$ cat config.mk
export PLATFORM = sky130hd
export DESIGN_NAME = fuse_ctl
export DESIGN_NICKNAME = d
export VERILOG_FILES = /design/src/rtl/fuse_ctl_pkg.sv /design/src/rtl/fuse_phase_timer.sv /design/src/rtl/fuse_bank_array.sv /design/src/rtl/fuse_ctl.sv
export SDC_FILE = /design/constraint.sdc
export NUM_CORES = 2
export LEC_CHECK = 0
export BUFFER_PORTS_ARGS = -buffer_cell sky130_fd_sc_hd__buf_2
export CORE_AREA = 4 4 480 482
export CTS_CLUSTER_DIAMETER = 200
export DETAILED_ROUTE_END_ITERATION = 7
export DIE_AREA = 0 0 484 486
export HOLD_SLACK_MARGIN = 0.08
export SKIP_CTS_REPAIR_TIMING = 1
export SYNTH_ARGS = -nofsm -noshare
export SYNTH_HDL_FRONTEND = slang
export SYNTH_HIERARCHICAL = 1
export SYNTH_SLANG_ARGS = --single-unit
$ cat constraint.sdc
create_clock -name clk -period 5.6 [get_ports clk]
set_input_delay 0.84 -clock clk [delete_from_list [all_inputs] [get_ports clk]]
set_output_delay 0.84 -clock clk [all_outputs]
set_load 0.03 [all_outputs]
$ cat src/rtl/fuse_ctl_pkg.sv
// Package: shared register offsets, field constants and phase encoding
// for the fuse word sequencer. Assumes a byte-addressed register port.
package fuse_ctl_pkg;

    localparam int FUSE_ADDR_W  = 7;
    localparam int STROBE_W     = 12;
    localparam int RELAX_W      = 4;
    localparam int RD_STROBE_W  = 6;

    localparam logic [7:0] OFS_CTRL   = 8'h00;
    localparam logic [7:0] OFS_SET    = 8'h04;
    localparam logic [7:0] OFS_CLR    = 8'h08;
    localparam logic [7:0] OFS_TIMING = 8'h10;
    localparam logic [7:0] OFS_PDATA  = 8'h20;
    localparam logic [7:0] OFS_SCMD   = 8'h30;
    localparam logic [7:0] OFS_SDATA  = 8'h40;

    localparam logic [15:0] UNLOCK_KEY = 16'h3E77;

    typedef enum logic [2:0] {
        PH_IDLE,
        PH_LEAD,
        PH_STROBE,
        PH_TRAIL,
        PH_DONE
    } phase_t;

endpackage

$ cat src/rtl/fuse_phase_timer.sv
// Module: fuse_phase_timer
// Runs one access as lead relax, strobe, trail relax, done.
// Lengths are latched when start is high. The caller must raise start
// only while idle. fire pulses in the last strobe cycle.
module fuse_phase_timer
    import fuse_ctl_pkg::*;
#(
    parameter int SW = STROBE_W,
    parameter int RW = RELAX_W
) (
    input  logic          clk,
    input  logic          rst_n,
    input  logic          start,
    input  logic [RW-1:0] relax,
    input  logic [SW-1:0] strobe,
    output logic          busy,
    output logic          fire,
    output logic          done
);
    localparam int CNT_W = SW + 2;

    phase_t           phase_q;
    logic [CNT_W-1:0] cnt_q, rl_q, act_q;
    logic [CNT_W-1:0] rl_w, total_w, span_w, act_w;

    // Derive the relax length and the active strobe length, clamped to at least one cycle
    always_comb begin
        rl_w    = CNT_W'(relax) + CNT_W'(1);
        total_w = CNT_W'(strobe) + CNT_W'(1);
        span_w  = rl_w << 1;
        act_w   = (total_w > span_w) ? (total_w - span_w) : CNT_W'(1);
    end

    // Phase sequencer with a down-counter per phase
    always_ff @(posedge clk) begin
        if (!rst_n) begin
            phase_q <= PH_IDLE;
            cnt_q   <= '0;
            rl_q    <= '0;
            act_q   <= '0;
        end else begin
            case (phase_q)
                PH_IDLE: if (start) begin
                    phase_q <= PH_LEAD;
                    cnt_q   <= rl_w - CNT_W'(1);
                    rl_q    <= rl_w;
                    act_q   <= act_w;
                end
                PH_LEAD: if (cnt_q == '0) begin
                    phase_q <= PH_STROBE;
                    cnt_q   <= act_q - CNT_W'(1);
                end else cnt_q <= cnt_q - CNT_W'(1);
                PH_STROBE: if (cnt_q == '0) begin
                    phase_q <= PH_TRAIL;
                    cnt_q   <= rl_q - CNT_W'(1);
                end else cnt_q <= cnt_q - CNT_W'(1);
                PH_TRAIL: if (cnt_q == '0) phase_q <= PH_DONE;
                          else cnt_q <= cnt_q - CNT_W'(1);
                default: phase_q <= PH_IDLE;
            endcase
        end
    end

    assign busy = (phase_q != PH_IDLE);
    assign fire = (phase_q == PH_STROBE) && (cnt_q == '0);
    assign done = (phase_q == PH_DONE);

    // the controller never starts an access while one is running
    a_r7_start_only_idle: assert property (@(posedge clk) disable iff (!rst_n)
        start |-> (phase_q == PH_IDLE));

    // the done cycle always follows the trail relax phase
    a_r6_done_after_trail: assert property (@(posedge clk) disable iff (!rst_n)
        (phase_q == PH_DONE) |-> ($past(phase_q) == PH_TRAIL));

endmodule

$ cat src/rtl/fuse_bank_array.sv
// Module: fuse_bank_array
// Behavioural fuse storage. A program pulse ORs bits into one word, so bits
// only move from 0 to 1. Reset clears it to model a blank part.
module fuse_bank_array #(
    parameter int NUM_WORDS = 64,
    parameter int WORD_W    = 32,
    parameter int IDX_W     = $clog2(NUM_WORDS)
) (
    input  logic              clk,
    input  logic              rst_n,
    input  logic              pgm_en,
    input  logic [IDX_W-1:0]  idx,
    input  logic [WORD_W-1:0] pgm_bits,
    output logic [WORD_W-1:0] rd_word
);
    logic [WORD_W-1:0] mem [NUM_WORDS];

    // Burn selected bits into the indexed word
    always_ff @(posedge clk) begin
        if (!rst_n) begin
            for (int i = 0; i < NUM_WORDS; i++) mem[i] <= '0;
        end else if (pgm_en) begin
            mem[idx] <= mem[idx] | pgm_bits;
        end
    end

    assign rd_word = mem[idx];

    // a word seen under a steady index never loses a set bit
    a_r4_bits_never_clear: assert property (@(posedge clk) disable iff (!rst_n)
        ($past(rst_n) && $stable(idx)) |-> (($past(rd_word) & ~rd_word) == '0));

endmodule

$ cat src/rtl/fuse_ctl.sv
// Module: fuse_ctl (top)
// Register front end of the fuse sequencer. It holds the control, timing,
// data and result registers, screens triggers, and runs the phase timer and
// fuse array. Assumes one register write per cycle and combinational reads.
module fuse_ctl
    import fuse_ctl_pkg::*;
#(
    parameter int          NUM_WORDS       = 64,
    parameter logic [5:0]  RST_STROBE_READ = 6'd7,
    parameter logic [3:0]  RST_RELAX       = 4'd1,
    parameter logic [11:0] RST_STROBE_PROG = 12'd9
) (
    input  logic        clk,
    input  logic        rst_n,
    input  logic        wr_en,
    input  logic [7:0]  wr_addr,
    input  logic [31:0] wr_data,
    input  logic [7:0]  rd_addr,
    output logic [31:0] rd_data
);
    localparam int IDX_W = $clog2(NUM_WORDS);
    localparam logic [FUSE_ADDR_W:0] WORD_LIMIT = (FUSE_ADDR_W+1)'(NUM_WORDS);

    logic [15:0]            key_q;
    logic [FUSE_ADDR_W-1:0] addr_q;
    logic                   err_q;
    logic [RD_STROBE_W-1:0] t_sread_q;
    logic [RELAX_W-1:0]     t_relax_q;
    logic [STROBE_W-1:0]    t_sprog_q;
    logic [31:0]            pdata_q, sense_q;
    logic [IDX_W-1:0]       op_idx_q;
    logic                   op_prog_q;

    logic busy, fire, done;
    logic prog_trig, read_trig, trig, reject, start;
    logic [STROBE_W-1:0] sel_strobe;
    logic [31:0] rd_word;

    // Decode triggers and decide whether a request may start
    always_comb begin
        prog_trig  = wr_en && (wr_addr == OFS_PDATA);
        read_trig  = wr_en && (wr_addr == OFS_SCMD) && wr_data[0];
        trig       = prog_trig || read_trig;
        reject     = busy || ({1'b0, addr_q} >= WORD_LIMIT) ||
                     (prog_trig && (key_q != UNLOCK_KEY));
        start      = trig && !reject;
        sel_strobe = prog_trig ? t_sprog_q : STROBE_W'(t_sread_q);
    end

    // Control register fields, aliases, sticky error and key clear on program completion
    always_ff @(posedge clk) begin
        if (!rst_n) begin
            key_q  <= '0;
            addr_q <= '0;
            err_q  <= 1'b0;
        end else begin
            if (trig && reject) err_q <= 1'b1;
            if (wr_en) begin
                case (wr_addr)
                    OFS_CTRL: begin
                        key_q  <= wr_data[31:16];
                        addr_q <= wr_data[FUSE_ADDR_W-1:0];
                    end
                    OFS_SET: begin
                        key_q  <= key_q | wr_data[31:16];
                        addr_q <= addr_q | wr_data[FUSE_ADDR_W-1:0];
                    end
                    OFS_CLR: begin
                        key_q  <= key_q & ~wr_data[31:16];
                        addr_q <= addr_q & ~wr_data[FUSE_ADDR_W-1:0];
                        if (wr_data[9]) err_q <= 1'b0;
                    end
                    default: ;
                endcase
            end
            if (done && op_prog_q) key_q <= '0;
        end
    end

    // Timing register
    always_ff @(posedge clk) begin
        if (!rst_n) begin
            t_sread_q <= RST_STROBE_READ;
            t_relax_q <= RST_RELAX;
            t_sprog_q <= RST_STROBE_PROG;
        end else if (wr_en && (wr_addr == OFS_TIMING)) begin
            t_sread_q <= wr_data[21:16];
            t_relax_q <= wr_data[15:12];
            t_sprog_q <= wr_data[11:0];
        end
    end

    // Latch the operation context at start and capture sense data at the strobe
    always_ff @(posedge clk) begin
        if (!rst_n) begin
            op_idx_q  <= '0;
            op_prog_q <= 1'b0;
            pdata_q   <= '0;
            sense_q   <= '0;
        end else begin
            if (start) begin
                op_idx_q  <= addr_q[IDX_W-1:0];
                op_prog_q <= prog_trig;
                if (prog_trig) pdata_q <= wr_data;
            end
            if (fire && !op_prog_q) sense_q <= rd_word;
        end
    end

    fuse_phase_timer #(.SW(STROBE_W), .RW(RELAX_W)) u_timer (
        .clk    (clk),
        .rst_n  (rst_n),
        .start  (start),
        .relax  (t_relax_q),
        .strobe (sel_strobe),
        .busy   (busy),
        .fire   (fire),
        .done   (done)
    );

    fuse_bank_array #(.NUM_WORDS(NUM_WORDS), .WORD_W(32), .IDX_W(IDX_W)) u_array (
        .clk      (clk),
        .rst_n    (rst_n),
        .pgm_en   (fire && op_prog_q),
        .idx      (op_idx_q),
        .pgm_bits (pdata_q),
        .rd_word  (rd_word)
    );

    // Register read multiplexer
    always_comb begin
        case (rd_addr)
            OFS_CTRL:   rd_data = {key_q, 5'b0, 1'b0, err_q, busy, 1'b0, addr_q};
            OFS_TIMING: rd_data = {10'b0, t_sread_q, t_relax_q, t_sprog_q};
            OFS_PDATA:  rd_data = pdata_q;
            OFS_SDATA:  rd_data = sense_q;
            default:    rd_data = '0;
        endcase
    end

    // a keyless program request from idle leaves busy low and flags error
    a_r5_bad_key_rejected: assert property (@(posedge clk) disable iff (!rst_n)
        (prog_trig && !busy && (key_q != UNLOCK_KEY)) |=> (err_q && !busy));

    // any trigger while busy flags error
    a_r7_busy_trigger_flags: assert property (@(posedge clk) disable iff (!rst_n)
        (trig && busy) |=> err_q);

    // an out-of-range address flags error
    a_r8_range_rejected: assert property (@(posedge clk) disable iff (!rst_n)
        (trig && ({1'b0, addr_q} >= WORD_LIMIT)) |=> err_q);

    // the key field is empty after a program completes
    a_r10_key_cleared: assert property (@(posedge clk) disable iff (!rst_n)
        (done && op_prog_q) |=> (key_q == '0));

endmodule

Word-level counts from Yosys, hierarchy flattened
Memory sizes are Yosys's and may differ from the RTL's. A register that Yosys moved wholly into a read port is not among the register bits.
Cells that the tools add are included.
{"block": "word_totals", "ff_bits": 162, "latchBits": 0, "ramBits": 2048, "mem_bits_ro": 0, "input_bits": 51, "out_inout_bits": 32, "word_cells": 108, "memories": 1}
{"name": "u_array.mem", "depth": 64, "word_bits": 32, "rd": 1, "rd_ports_with_merged_regs": 1, "write_ports": 64, "line": "fuse_bank_array.sv:16", "text": "logic [WORD_W-1:0] mem [NUM_WORDS];"}
{"block": "classes", "add_sub_neg": 7, "multipliers": 0, "div_mod_pow": 0, "magnitude_cmp": 2, "eq_ne": 18, "shift": 0, "n_mux": 28, "bitwise": 8, "reduce_logical": 30}
{"operator": "$pmux 32 s4", "count": 1}
{"operator": "$mux 14", "count": 5}
{"operator": "$pmux 14 s4", "count": 1}
{"operator": "$sub 14x1->14 const B", "count": 4}
{"operator": "$pmux 16 s3", "count": 1}
{"operator": "$mux 32", "count": 1}
{"operator": "$or 32x32->32", "count": 1}
{"operator": "$reduce_or 32->1", "count": 1}
{"operator": "$eq 8x6->1 const B", "count": 3}
{"operator": "$pmux 7 s3", "count": 1}
{"operator": "$mux 6", "count": 3}
{"operator": "$and 16x16->16", "count": 1}
{"operator": "$eq 8x5->1 const B", "count": 2}
{"operator": "$logic_not 8->1", "count": 2}
{"operator": "$ne 16x14->1 const B", "count": 1}
{"operator": "$not 16->16", "count": 1}
{"operator": "$or 16x16->16", "count": 1}
{"operator": "$gt 14x14->1", "count": 1}
{"operator": "$logic_not 14->1", "count": 1}
{"operator": "$sub 14x14->14", "count": 1}
{"operator": "$add 12x1->13 const B", "count": 1}
{"operator": "$mux 12", "count": 1}
{"operator": "$mux 3", "count": 4}
{"operator": "$pmux 3 s4", "count": 1}
{"operator": "other kinds (25)", "count": 53}

Longest topological paths before layout
{"block": "logic_depth", "word_depth": 9, "ltp_mapped": 16, "depth_no_buf": 13}

Cells and area by module
Netlist, hierarchy kept.
{"mod": "fuse_bank_array", "instances": 1, "cells_per_inst": 7373, "area_each_um2": 92720.2, "seq_area_each_um2": 61499.0}
{"mod": "fuse_ctl", "instances": 1, "cells_per_inst": 681, "area_each_um2": 5549.1, "seq_area_each_um2": 2342.2}
{"mod": "fuse_phase_timer", "instances": 1, "cells_per_inst": 414, "area_each_um2": 3046.7, "seq_area_each_um2": 720.7}

Least setup slack after synthesis
Ideal clock, no wire load.
{"block": "synth_timing", "path_type": "flip-flop to flip-flop", "start": "register u_timer.cnt_q[6]", "end": "memory u_array.mem[18][0], enable pin", "setup_ps": 389, "arrival_ps": 3872, "required_ps": 5211, "slack_ps": 1338, "stages_incl_launch_ff": 13, "path_buffers": 3, "path_cell_list": "dfxtp_1 > or4_4 > or4_1 > buf_6 > or2_1 > buf_6 > nor2_1 > and2_1 > nand2_1 > nor3_1 > nand2_1 > clkbuf_1 > nand2_1"}
{"item": "start: declaration", "line": "fuse_phase_timer.sv:23", "text": "logic [CNT_W-1:0] cnt_q, rl_q, act_q;"}
{"item": "start signal: assignment", "line": "fuse_phase_timer.sv:45", "text": "cnt_q <= rl_w - CNT_W'(1);"}
{"item": "start signal: assignment", "line": "fuse_phase_timer.sv:51", "text": "cnt_q <= act_q - CNT_W'(1);"}
{"item": "start signal: assignment", "line": "fuse_phase_timer.sv:52", "text": "end else cnt_q <= cnt_q - CNT_W'(1);"}
{"item": "end: declaration", "line": "fuse_bank_array.sv:16"}

==> out/summary.txt <==
=====================================================================================
Total standard cell area after synthesis                                  101,000 um2
Worst vdd ir                                                               0.000276 V
Tightest slew margin relative to the limit                                     -11.1%
Total number of clock tree sinks                                                2,201
Largest family of logic cells by synthesized area                        compound AO/OA/AOI/OAI gates
Fraction of registers with async set/reset                                         0%
Hold Worst Slack                                                             0.209 ns
Post-Route Skew                                                             0.0599 ns
Post-route ant nets                                                                 0
Post-synthesis xor/xnor area fraction                                          0.320%
Initial antenna violation count                                                    48
CTS tree                                                                          yes
Most common cell type on the critical path                               sky130_fd_sc_hd__nand2_1
Cell breakdown of the critical path                                      or4_4 > or4_1 > or2_1 > nor2_1 > and2_1 > nand2_1 > nor3_1 > buf_12 > nand2_1 > nand2_2 > buf_4
First-pass GRT wire length                                                 602,000 um
GRT overflow                                                                        0
Number of nets at the end of the flow                                           8,419
Total power                                                                 35,100 uW
Seq. cell area                                                             64,600 um2
Path depth of the worst reg2reg path                                               11
Number of detailed-route iterations in the first pass                               8
Area fraction in compound gates after synthesis                                 15.0%
Overall via count from detail_route                                            80,291
Largest net degree at the start of global routing                                 126
Pins Over Slew Limit                                                                7
Hold-critical path depth                                                            3
Max-Cap Viols                                                                       2
Post-DP HPWL                                                               278,000 um
Most used DFF post-synth                                                 sky130_fd_sc_hd__edfxtp_1
Type of the most critical hold path                                         in -> reg
Final-report setup violation count                                                  0
Fillers                                                                        19,791
Number of hold violations in the final report                                       0
Violations in the final reports                                          capacitance limit, slew limit
Sum of negative setup slack                                                      0 ns
Top-level port count                                                               83
Initial drt markers                                                            15,344
Fraction of final layout cells with drive strength greater than 1               15.8%
Total die area                                                            235,000 um2
Maximum number of buffers from clock root to sink                                   3
Share of the clock period used by the worst path                                94.7%
All-layer global routing usage                                                  36.4%
Cells after synthesis                                                           8,468
Type of element capturing the critical path                                 flip-flop
Most common library cell in the layout ignoring fill and taps            sky130_fd_sc_hd__edfxtp_1
Number of enable flip-flop cells after synthesis                                2,048
Start point of the worst hold path                                        wr_data[10]
Worst Path Required                                                           6.19 ns
Sequential area share after synthesis                                           63.7%
Die height                                                                     486 um
Root cell of the clock tree                                              sky130_fd_sc_hd__clkbuf_16
Inserted Clock Buffers                                                            230
Mapped Avg Cell Area                                                         12.0 um2
Shortest period the worst path allows                                         5.30 ns
Worst EP arrival                                                              5.90 ns
Flops & latches, synth                                                          2,201
Synthesized net count                                                           8,531
Power Dens Cells                                                           308 nW/um2
Status                                                                   complete, but fails checks
Type of element launching the critical path                                 flip-flop
Post-route setup slack                                                       0.295 ns
Placeable Area                                                            226,000 um2
Remaining routing DRC violations                                                    0
Crit-path max cell delay                                                      0.76 ns
Commonest non-fill, non-tap cells in the layout                          sky130_fd_sc_hd__edfxtp_1 (2,048), sky130_fd_sc_hd__nor2_1 (1,297), sky130_fd_sc_hd__a21oi_1 (1,063)
Syn-to-layout area delta                                                        12.5%
Average routed wire per standard cell                                         38.2 um
Starting utilization of the core area                                           44.7%
Critical path's slowest cell                                             sky130_fd_sc_hd__nor3_1
Setup repair after global routing missed its margin                                no
Worst-path fanout max                                                              20
Synthesized-area fraction occupied by adder cells                              0.156%
Pin slew with the least headroom to its limit                                 1.67 ns
Simple-gate area share of the yosys netlist                                     12.3%
Clock latency on the worst-skew pair                                          0.91 ns
Standby leakage power                                                       0.0373 uW
Via/cell ratio                                                                   6.93
Port Buffer Count                                                                  82
Count of distinct cell types in the synthesized netlist                           101
Area after DPL                                                            107,000 um2
Hold worst-path end                                                       pdata_q[10]
Warning count from the yosys run                                                    6
FP Rows                                                                           175
Terminus of the critical flop-to-flop path                               u_array/mem[26][13]
Critical path start-end classification                                     reg -> reg
Gpl congestion                                                                   1.07
H-tree lvl count                                                                    4
Worst slack at placement                                                     0.469 ns
Source of the worst register-to-register timing path                     u_timer/cnt_q[6]
Minimum setup slack among reg-to-reg paths                                    0.30 ns
Clock-pin slew of the registers on the worst-case setup and hold paths        0.06 ns
Post-route standard cell area excluding fillers                           114,000 um2
Die Width                                                                      484 um
F_max                                                                         189 MHz
Detailed-route wire length                                                 442,000 um
Combined area of the multi-input logic cells                               32,300 um2
Number of global-route vias before repair                                      73,725
Mux contribution to synthesized area                                            3.59%
=====================================================================================
metal layers:
metal / GRT usage, % / share of wire (%) / up-vias
li1: - / - / 31733
met1: 46.6 / 35 / 40123
met2: 51.4 / 41 / 6976
met3: 14.3 / 16 / 1435
met4: 22.8 / 8.0 / 24
met5: 1.53 / 0.097 / -
final cells by class:
cell class / instances / share of cell area [%]
Tap cell: 3009 / 3.30
Sequential cell: 2201 / 56.7
Timing Repair Buffer: 622 / 5.18
Multi-Input combinational cell: 5246 / 28.3
Antenna cell: 29 / 0.0637
Inverter: 55 / 0.192
Clock inverter: 130 / 0.966
Clock buffer: 296 / 5.30
state kept, by name, summed over array words and instances (netlist names):
| name | flops |
|---|---|
| addr_q | 7 |
| err_q | 1 |
| key_q | 16 |
| op_idx_q | 6 |
| op_prog_q | 1 |
| pdata_q | 32 |
| sense_q | 32 |
| t_relax_q | 4 |
| t_sprog_q | 12 |
| t_sread_q | 6 |
| u_array/mem | 2048 |
| u_timer/act_q | 14 |
| u_timer/cnt_q | 14 |
| u_timer/phase_q | 3 |
| u_timer/rl_q | 5 |
logic make-up after synthesis:
logic type,after synthesis
adder cells (fa/ha/maj),12
flip-flops,2201
AO/OA/AOI/OAI,2319
XOR/XNOR,37
AND/OR/NAND/NOR,2575
buffers and inverters,1021
multiplexers,303
synth_stat cells (all sizes together), types with 36 or more instances:
cell type / count / area share [%]
mux4: 38 / 0.84
nor3: 102 / 0.53
o22ai: 112 / 0.69
nor2: 1302 / 4.8
o221ai: 39 / 0.34
a21boi: 60 / 0.44
nor4: 38 / 0.51
a21oi: 1065 / 5.3
edfxtp: 2048 / 61
clkbuf: 451 / 1.7
a2111oi: 36 / 0.34
mux2: 103 / 1.1
a22o: 104 / 0.90
or3b: 106 / 0.92
mux2i: 162 / 1.6
nand2b: 58 / 0.36
a22oi: 256 / 1.9
a221oi: 247 / 2.1
inv: 54 / 0.20
a221o: 38 / 0.38
buf: 515 / 3.0
dfxtp: 153 / 3.0
nand3b: 163 / 1.2
nand2: 451 / 1.7
nand3: 136 / 0.67
o21ai: 113 / 0.56
worst max-delay path by stage:
stage | startpoint | end | depth (start not counted) | slack (ns)
2_1_floorplan | u_timer/cnt_q[6] | u_array/mem[18][0] | 12 | 1.34
3_5_place_dp | u_timer/cnt_q[6] | u_array/mem[26][13] | 11 | 0.47
3_3_place_gp | u_timer/cnt_q[6] | u_array/mem[26][13] | 11 | 0.57
5_1_grt | u_timer/cnt_q[6] | u_array/mem[26][23] | 11 | 0.33
4_1_cts | u_timer/cnt_q[6] | u_array/mem[26][24] | 11 | 0.45
6_report | u_timer/cnt_q[6] | u_array/mem[26][13] | 11 | 0.30
worst max-delay path: cells and delay by family (launching register included):
kind,cells,cell delay (ns)
DFF,1,0.36
and+or+nand+nor,9,4.08
buffers and inverters,2,0.57
metrics by stage:
step,instances,utilization (%)
after global routing,11564,50.3
final,11588,50.3
after global placement,11133,47.1
after floorplan,8468,-
after CTS,11559,50.3
after detailed placement,11133,47.1
power by group:
part	leakage, uW	switching [uW]	total [uW]	internal [uW]
clock network	0.00345	6700	14800	8070
registers	0.0212	214	18800	18600
logic	0.0126	1160	1550	392
No activity file was read; power rests on OpenSTA's default activity.
